[src/rtl/rfram_pkg.sv]
package rfram_pkg;

    // Width of one write lane in bits.
    function automatic int lane_bits(input int data_w, input int lanes);
        return data_w / lanes;
    endfunction

endpackage

[src/rtl/rfram_wr_stage.sv]
// One write port's pipeline stage: the request is held for one cycle
// before the array and the read bypass see it.
module rfram_wr_stage #(
    parameter int ADDR_W = 4,
    parameter int DATA_W = 32,
    parameter int LANES  = 4
) (
    input  logic              clk,
    input  logic              rst_n,
    input  logic [ADDR_W-1:0] req_addr,
    input  logic [DATA_W-1:0] req_data,
    input  logic [LANES-1:0]  req_lane,
    output logic [ADDR_W-1:0] pnd_addr,
    output logic [DATA_W-1:0] pnd_data,
    output logic [LANES-1:0]  pnd_lane
);

    // Address and data need no defined start value.
    always_ff @(posedge clk) begin
        pnd_addr <= req_addr;
        pnd_data <= req_data;
    end

    // One flop per lane; cleared so nothing commits right after reset.
    always_ff @(posedge clk) begin
        if (!rst_n) begin
            pnd_lane <= '0;
        end else begin
            pnd_lane <= req_lane;
        end
    end

endmodule

[src/rtl/rfram_store.sv]
// Storage array: commits the delayed writes, with a fixed port ranking,
// and offers one asynchronous read tap per read port.
module rfram_store #(
    parameter int ADDR_W = 4,
    parameter int DATA_W = 32,
    parameter int LANES  = 4,
    parameter int N_WR   = 2,
    parameter int N_RD   = 2
) (
    input  logic                     clk,
    input  logic [N_WR*ADDR_W-1:0]   cm_addr,
    input  logic [N_WR*DATA_W-1:0]   cm_data,
    input  logic [N_WR*LANES-1:0]    cm_lane,
    input  logic [N_RD*ADDR_W-1:0]   tap_addr,
    output logic [N_RD*DATA_W-1:0]   tap_word
);

    localparam int DEPTH = 1 << ADDR_W;
    localparam int LW    = rfram_pkg::lane_bits(DATA_W, LANES);

    logic [DATA_W-1:0] mem    [DEPTH];
    logic [ADDR_W-1:0] wa     [N_WR];
    logic [DATA_W-1:0] wd     [N_WR];
    logic [DATA_W-1:0] wm     [N_WR];
    logic              wany   [N_WR];
    logic [DATA_W-1:0] merged [N_WR];

    for (genvar p = 0; p < N_WR; p++) begin : g_unpack
        assign wa[p]   = cm_addr[p*ADDR_W +: ADDR_W];
        assign wd[p]   = cm_data[p*DATA_W +: DATA_W];
        assign wany[p] = |cm_lane[p*LANES +: LANES];
        for (genvar l = 0; l < LANES; l++) begin : g_lane
            assign wm[p][l*LW +: LW] = {LW{cm_lane[p*LANES + l]}};
        end
    end

    // Each port's committed word folds in every lower-ranked port that
    // hits the same word, so the highest-ranked writer carries all lanes.
    always_comb begin
        for (int p = 0; p < N_WR; p++) begin
            merged[p] = mem[wa[p]];
            for (int q = 0; q < N_WR; q++) begin
                if (q <= p && wa[q] == wa[p]) begin
                    merged[p] = (merged[p] & ~wm[q]) | (wd[q] & wm[q]);
                end
            end
        end
    end

    // Later iterations override earlier ones: highest index wins.
    always_ff @(posedge clk) begin
        for (int p = 0; p < N_WR; p++) begin
            if (wany[p]) begin
                mem[wa[p]] <= merged[p];
            end
        end
    end

    for (genvar r = 0; r < N_RD; r++) begin : g_tap
        assign tap_word[r*DATA_W +: DATA_W] = mem[tap_addr[r*ADDR_W +: ADDR_W]];
    end

endmodule

[src/rtl/rfram_rd_port.sv]
// One read port: stored word plus forwarding of every pending write,
// applied in rank order, into a registered output.
module rfram_rd_port #(
    parameter int ADDR_W = 4,
    parameter int DATA_W = 32,
    parameter int LANES  = 4,
    parameter int N_WR   = 2
) (
    input  logic                   clk,
    input  logic                   rst_n,
    input  logic                   en,
    input  logic [ADDR_W-1:0]      addr,
    input  logic [DATA_W-1:0]      stored,
    input  logic [N_WR*ADDR_W-1:0] pnd_addr,
    input  logic [N_WR*DATA_W-1:0] pnd_data,
    input  logic [N_WR*LANES-1:0]  pnd_lane,
    output logic [DATA_W-1:0]      data
);

    localparam int LW = rfram_pkg::lane_bits(DATA_W, LANES);

    logic [DATA_W-1:0] pmask [N_WR];
    logic [DATA_W-1:0] fwd;

    for (genvar p = 0; p < N_WR; p++) begin : g_mask
        for (genvar l = 0; l < LANES; l++) begin : g_lane
            assign pmask[p][l*LW +: LW] = {LW{pnd_lane[p*LANES + l]}};
        end
    end

    always_comb begin
        fwd = stored;
        for (int p = 0; p < N_WR; p++) begin
            if (pnd_addr[p*ADDR_W +: ADDR_W] == addr) begin
                fwd = (fwd & ~pmask[p]) | (pnd_data[p*DATA_W +: DATA_W] & pmask[p]);
            end
        end
    end

    always_ff @(posedge clk) begin
        if (!rst_n) begin
            data <= '0;
        end else if (en) begin
            data <= fwd;
        end
    end

endmodule

[src/rtl/rfram_top.sv]
module rfram_top #(
    parameter int DATA_W = 32,
    parameter int ADDR_W = 4,
    parameter int LANES  = 4,
    parameter int N_WR   = 2,
    parameter int N_RD   = 2
) (
    input  logic                   clk,
    input  logic                   rst_n,
    input  logic [N_WR*ADDR_W-1:0] wr_addr,
    input  logic [N_WR*DATA_W-1:0] wr_data,
    input  logic [N_WR*LANES-1:0]  wr_lane,
    input  logic [N_RD-1:0]        rd_en,
    input  logic [N_RD*ADDR_W-1:0] rd_addr,
    output logic [N_RD*DATA_W-1:0] rd_data
);

    logic [N_WR*ADDR_W-1:0] pnd_addr_all;
    logic [N_WR*DATA_W-1:0] pnd_data_all;
    logic [N_WR*LANES-1:0]  pnd_lane_all;
    logic [N_RD*DATA_W-1:0] stored_all;

    for (genvar p = 0; p < N_WR; p++) begin : g_wr
        rfram_wr_stage #(
            .ADDR_W(ADDR_W), .DATA_W(DATA_W), .LANES(LANES)
        ) u_stage (
            .clk      (clk),
            .rst_n    (rst_n),
            .req_addr (wr_addr[p*ADDR_W +: ADDR_W]),
            .req_data (wr_data[p*DATA_W +: DATA_W]),
            .req_lane (wr_lane[p*LANES +: LANES]),
            .pnd_addr (pnd_addr_all[p*ADDR_W +: ADDR_W]),
            .pnd_data (pnd_data_all[p*DATA_W +: DATA_W]),
            .pnd_lane (pnd_lane_all[p*LANES +: LANES])
        );
    end

    rfram_store #(
        .ADDR_W(ADDR_W), .DATA_W(DATA_W), .LANES(LANES),
        .N_WR(N_WR), .N_RD(N_RD)
    ) u_store (
        .clk      (clk),
        .cm_addr  (pnd_addr_all),
        .cm_data  (pnd_data_all),
        .cm_lane  (pnd_lane_all),
        .tap_addr (rd_addr),
        .tap_word (stored_all)
    );

    for (genvar r = 0; r < N_RD; r++) begin : g_rd
        rfram_rd_port #(
            .ADDR_W(ADDR_W), .DATA_W(DATA_W), .LANES(LANES), .N_WR(N_WR)
        ) u_port (
            .clk      (clk),
            .rst_n    (rst_n),
            .en       (rd_en[r]),
            .addr     (rd_addr[r*ADDR_W +: ADDR_W]),
            .stored   (stored_all[r*DATA_W +: DATA_W]),
            .pnd_addr (pnd_addr_all),
            .pnd_data (pnd_data_all),
            .pnd_lane (pnd_lane_all),
            .data     (rd_data[r*DATA_W +: DATA_W])
        );
    end

endmodule

[config.mk]
export PLATFORM = sky130hd
export DESIGN_NAME = rfram_top
export DESIGN_NICKNAME = d
export VERILOG_FILES = /design/src/rtl/rfram_pkg.sv /design/src/rtl/rfram_wr_stage.sv /design/src/rtl/rfram_store.sv /design/src/rtl/rfram_rd_port.sv /design/src/rtl/rfram_top.sv
export SDC_FILE = /design/constraint.sdc
export NUM_CORES = 2
export LEC_CHECK = 0
export CAP_MARGIN = 20
export CORE_MARGIN = 2
export CORE_UTILIZATION = 40
export DETAILED_ROUTE_END_ITERATION = 12
export DONT_BUFFER_PORTS = 1
export GPL_ROUTABILITY_DRIVEN = 0
export PLACE_DENSITY = 0.63
export SLEW_MARGIN = 20
export SYNTH_ARGS = -nofsm -noshare
export SYNTH_HDL_FRONTEND = slang
export SYNTH_SLANG_ARGS = --single-unit
[constraint.sdc]
create_clock -name clk -period 13.2 [get_ports clk]
set_clock_uncertainty 0.15 [all_clocks]
set_input_delay 0.66 -clock clk [delete_from_list [all_inputs] [get_ports clk]]
set_output_delay 0.66 -clock clk [all_outputs]
set_load 0.02 [all_outputs]
# Yosys cells after proc, flatten, opt, wreduce, memory -nomap -nowiden
# Memories as Yosys holds them, arrays and structs flattened. A register that Yosys moved wholly into a read port is not among the register bits.
# Cells that the tools add are included.
[word_totals]
regBits = 144
ram_bits = 512
inputBits = 92
output_inout_bits = 64
elab_cells = 43
memories = 1
[memory_table]
columns = ["memory", "words", "width", "read_ports", "rd_ports_with_merged_regs", "write_ports", "line", "source"]
rows = [
  ["u_store.mem", 16, 32, 4, 2, 2, "rfram_store.sv:21", "logic [DATA_W-1:0] mem [DEPTH];"],
]
[op_classes]
eq_ne = 5
mux = 9
bitwise_logic = 18
n_reduce_logical = 2
[op_table]
columns = ["op", "n"]
rows = [
  ["$and A32 B32 Y32", 9],
  ["$or A32 B32 Y32", 7],
  ["$mux W32", 5],
  ["$not A32 Y32", 2],
  ["$eq A4 B4 Y1", 5],
  ["$reduce_or A4 Y1", 2],
  ["$mux W1", 4],
]

# Longest topological paths before layout
[depth]
ltp_word = 7
ltp_mapped = 12
depth_no_buf = 5

# Modules after synthesis
# From an unflattened synthesis, not the netlist that was laid out.
[unflattened]
cells_unflattened = 3330
area_unflattened_um2 = 44169.9
[modules_own_cells]
columns = ["module", "n_inst", "cells_each", "area_each_um2", "seq_area_each_um2"]
rows = [
  ["rfram_store", 1, 2920, 39115.0, 15374.7],
  ["rfram_rd_port", 2, 161, 1701.6, 640.6],
  ["rfram_wr_stage", 2, 44, 825.8, 800.8],
]

# Least setup slack after synthesis
# Ideal clock, no wire load.
[synth_path]
kind = "register to register"
start = "reg g_wr[0].u_stage.pnd_addr[0]"
end = "mem u_store.mem[12][0] (enable)"
setup_ns = 0.466
arrival_ns = 3.697
required_ns = 12.584
setup_slack_ns = 8.887
path_stages_with_launch = 7
path_buffers = 4
synth_period_minus_slack_ns = 4.313
path_cell_list = "dfxtp_1 -> buf_2 -> buf_4 -> buf_2 -> buf_2 -> or3_1 -> o21ai_0"
[synth_lines]
columns = ["element", "line", "source"]
rows = [
  ["start: declaration", "rfram_wr_stage.sv:13", "output logic [ADDR_W-1:0] pnd_addr,"],
  ["start signal: assignment", "rfram_wr_stage.sv:20", "pnd_addr <= req_addr;"],
  ["end: declaration", "rfram_store.sv:21", ""],
]

==> impl_metrics.env <==
export IMPL_start_util_pct=40.42
export IMPL_tritoncts="built"
export IMPL_dpl_hpwl_um=94710
export IMPL_p_leak_nw=19.10
export IMPL_syn_nets=3132
export IMPL_vdd_ir_drop_max_mv=0.09521
export IMPL_core_area_sq_um=110800
export IMPL_min_path_cells=1
export IMPL_final_antenna_net_count=0
export IMPL_holdWs_ns=-0.007610
export IMPL_arrival_ns=4.94
export IMPL_synth_warnings=0
export IMPL_fp_dieArea_sq_um=114700
export IMPL_clockBufferDepth=3
export IMPL_status="complete, but fails checks"
export IMPL_final_period_utilization_pct=36.23
export IMPL_cts_sinks=656
export IMPL_violations="negative hold slack"
export IMPL_synth_seq_cells=656
export IMPL_netlist_instances=3040
export IMPL_cts_clk_slew_worst_paths_ns=0.07
export IMPL_first_global_vias=33170
export IMPL_power_density_nw_per_um2=118.4
export IMPL_crit_fanout=46
export IMPL_ff2ff_path_depth=5
export IMPL_worst_setup_path_type="register to register"
export IMPL_slew_violations=0
export IMPL_fp_row_count=122
export IMPL_start_kind="register"
export IMPL_swShare_pct=28.03
export IMPL_ctsHoldBuffers=84
export IMPL_p_seq_share_pct=43.5
export IMPL_drive_above_1_share_pct=28.49
export IMPL_syn_avg_cell_area_sq_um=14.74
export IMPL_final_hold_viol_count=1
export IMPL_multiInputGateArea_sq_um=24800
export IMPL_io_buffers=0
export IMPL_ys_flop_type="edfxtp_1"
export IMPL_fill_cells=9774
export IMPL_yosysSeqAreaShare_pct=40.76
export IMPL_synth_cell_type_count=68
export IMPL_finalNonFillerCells=4478
export IMPL_syn_area_sq_um=44800
export IMPL_fin_crit_ns=4.783
export IMPL_max_freq_mhz=209.1
export IMPL_grt_start_max_net_pins=139
export IMPL_internal_power_mw=4.176
export IMPL_hold_class="input port to register"
export IMPL_postCtsResizedCells=0
export IMPL_rsz0062_at_grt="no"
export IMPL_htreeDepth=3
export IMPL_maxCapViolCount=0
export IMPL_root_buffer="clkbuf_16"
export IMPL_postCtsSetupRepairBufs=0
export IMPL_num_vias=32610
export IMPL_clockPowerShare_pct=38.5
export IMPL_cp_required_ns=13.36
export IMPL_clk_latency_ns=0.66
export IMPL_post_drt_wl_per_cell_um=38.08
export IMPL_synthArstFlopShare_pct=0
export IMPL_first_iter_violations=4772
export IMPL_slew_headroom_pct=16.12
export IMPL_track_usage_pct=29.03
export IMPL_chipWidth_um=338.7
export IMPL_dp_cells=4247
export IMPL_syn2layout_area_growth_pct=9.410
export IMPL_antenna_found_initial=3
export IMPL_cts_made_buffers=78
export IMPL_cp_end_kind="register"
export IMPL_grt_pass1_wl_um=240900
export IMPL_synth_edf_count=512
export IMPL_wirelength_um=170500
export IMPL_drt_drc_violations_left=0
export IMPL_max_slew_worst_pin_slew_ns=1.254
export IMPL_seq_area_sq_um=18280
export IMPL_setup_viol=0
export IMPL_pwr_share_comb_pct=18.1
export IMPL_netSwitchingPower_mw=1.626
export IMPL_nets=3015
export IMPL_io_pins=156
export IMPL_grt_ovfl_total=0
export IMPL_fin_tns_setup_ns=0
export IMPL_vias_per_cell=7.282
export IMPL_dieHeight_um=338.7
export IMPL_drt_first_pass_iters=8
[area by class of cell]
cell class / instances / area share, %
Clock inverter: 35 / 0.7148
Tap cell: 1488 / 3.799
Clock buffer: 109 / 4.572
Antenna cell: 3 / 0.01532
Inverter: 23 / 0.1761
Timing Repair Buffer: 150 / 2.813
Sequential cell: 656 / 37.30
Multi-Input combinational cell: 2014 / 50.61
[state kept, by name, indices dropped and copies added (netlist names)]
register               flops
g_wr.u_stage.pnd_addr      8
g_wr.u_stage.pnd_lane      8
g_rd.u_port.data          64
u_store.mem              512
g_wr.u_stage.pnd_data     64
[through the flow]
step / hold slack [ns] / utilization [%] / setup slack [ns] / total power [mW] / cell area, sq um
floorplan: 0.2935 / - / 8.887 / 3.337 / 44800
global placement: 0.3163 / 40.98 / 8.572 / 3.515 / 45420
detailed placement: 0.3172 / 41.08 / 8.520 / 3.559 / 45530
CTS: 0.001111 / 44.19 / 8.470 / 5.794 / 48970
global route: 0.004958 / 44.22 / 8.310 / 5.946 / 49010
finish: -0.007610 / 44.23 / 8.417 / 5.802 / 49010
[cells in the final DEF (no fill, tap or decap), drive strengths merged, types with 25 or more instances in the layout]
cell type    count
clkinv          25
a31oi           25
o221ai          39
clkbuf         109
o22ai           43
nand2           93
edfxtp         512
mux4           538
dlygate4sd3     83
inv             25
dfxtp          144
nor2            94
mux2i          732
o21ai           75
a21oi           51
buf             67
nand3           45
[routing by layer]
metal  vias to the layer above  global-route usage, %  part of all wire [%]
li1                      12360                      -                     -
met1                     16660                  35.20                    34
met2                      2913                  44.98                    45
met3                       675                  9.118                    14
met4                         2                  18.42                   7.2
met5                         -                      0                0.0041
[worst max-delay path, cell delays in order, from the launching register on]
cell and delay (ns):
dfxtp_4 0.83, buf_4 0.79, and3_1 0.45, nand3_4 0.80, o21ai_4 0.72, buf_4 0.47
[worst paths after layout]
kind	from	to	slack [ns]
worst max-delay path	g_wr[1].u_stage.pnd_addr[0]$_DFF_P_	u_store.mem[13][6]$_DFFE_PP_	8.42
worst min-delay path	rd_en[0]	g_rd[0].u_port.data[19]$_SDFFE_PN0P_	-0.008
worst max register to register	g_wr[1].u_stage.pnd_addr[0]$_DFF_P_	u_store.mem[13][6]$_DFFE_PP_	8.42
worst min register to register	g_wr[1].u_stage.pnd_data[13]$_DFF_P_	g_rd[0].u_port.data[13]$_SDFFE_PN0P_	0.34
[power by group through the flow]
stage / clock [mW] / combinational, mW / sequential, mW
2_1_floorplan: 0 / 0.841 / 2.50
4_1_cts: 2.25 / 1.03 / 2.52
3_5_place_dp: 0 / 1.00 / 2.56
3_3_place_gp: 0 / 0.964 / 2.55
6_report: 2.23 / 1.05 / 2.52
5_1_grt: 2.32 / 1.10 / 2.53
[Yosys cell counts, types with 6 or more instances]
cell type | n | share of area, %
mux2i_1 | 732 | 16
mux4_2 | 526 | 26
edfxtp_1 | 512 | 34
dfxtp_1 | 144 | 6.4
clkbuf_1 | 121 | 1.0
buf_2 | 106 | 1.2
nor2_1 | 94 | 0.79
nand2_1 | 91 | 0.76
a21oi_1 | 50 | 0.56
buf_6 | 47 | 1.2
o21ai_0 | 47 | 0.53
buf_1 | 43 | 0.36
o22ai_1 | 43 | 0.60
nand3_1 | 42 | 0.47
o221ai_1 | 39 | 0.76
o21ai_1 | 26 | 0.29
a31oi_1 | 24 | 0.34
nand2b_1 | 24 | 0.34
o211ai_1 | 24 | 0.40
o32ai_1 | 23 | 0.45
and3_1 | 20 | 0.28
a211oi_1 | 19 | 0.32
buf_4 | 19 | 0.32
inv_1 | 19 | 0.16
and2_1 | 16 | 0.22
xnor2_1 | 16 | 0.31
a21boi_4 | 14 | 0.59
o31ai_4 | 14 | 0.66
a22oi_1 | 13 | 0.22
mux4_1 | 12 | 0.70
mux2_2 | 11 | 0.28
a31o_4 | 9 | 0.35
nor2b_1 | 7 | 0.098
or3b_1 | 6 | 0.12
[cell families after synthesis]
| group | synth area share (%) |
|---|---|
| muxes | 43.78 |
| DFF | 40.76 |
| AOI/OAI and AO/OA | 6.712 |
| buffers and inverters | 4.631 |
| and+or+nand+nor | 3.731 |
| xor gates and xnor gates | 0.3910 |
(Power assumes the default switching activity.)
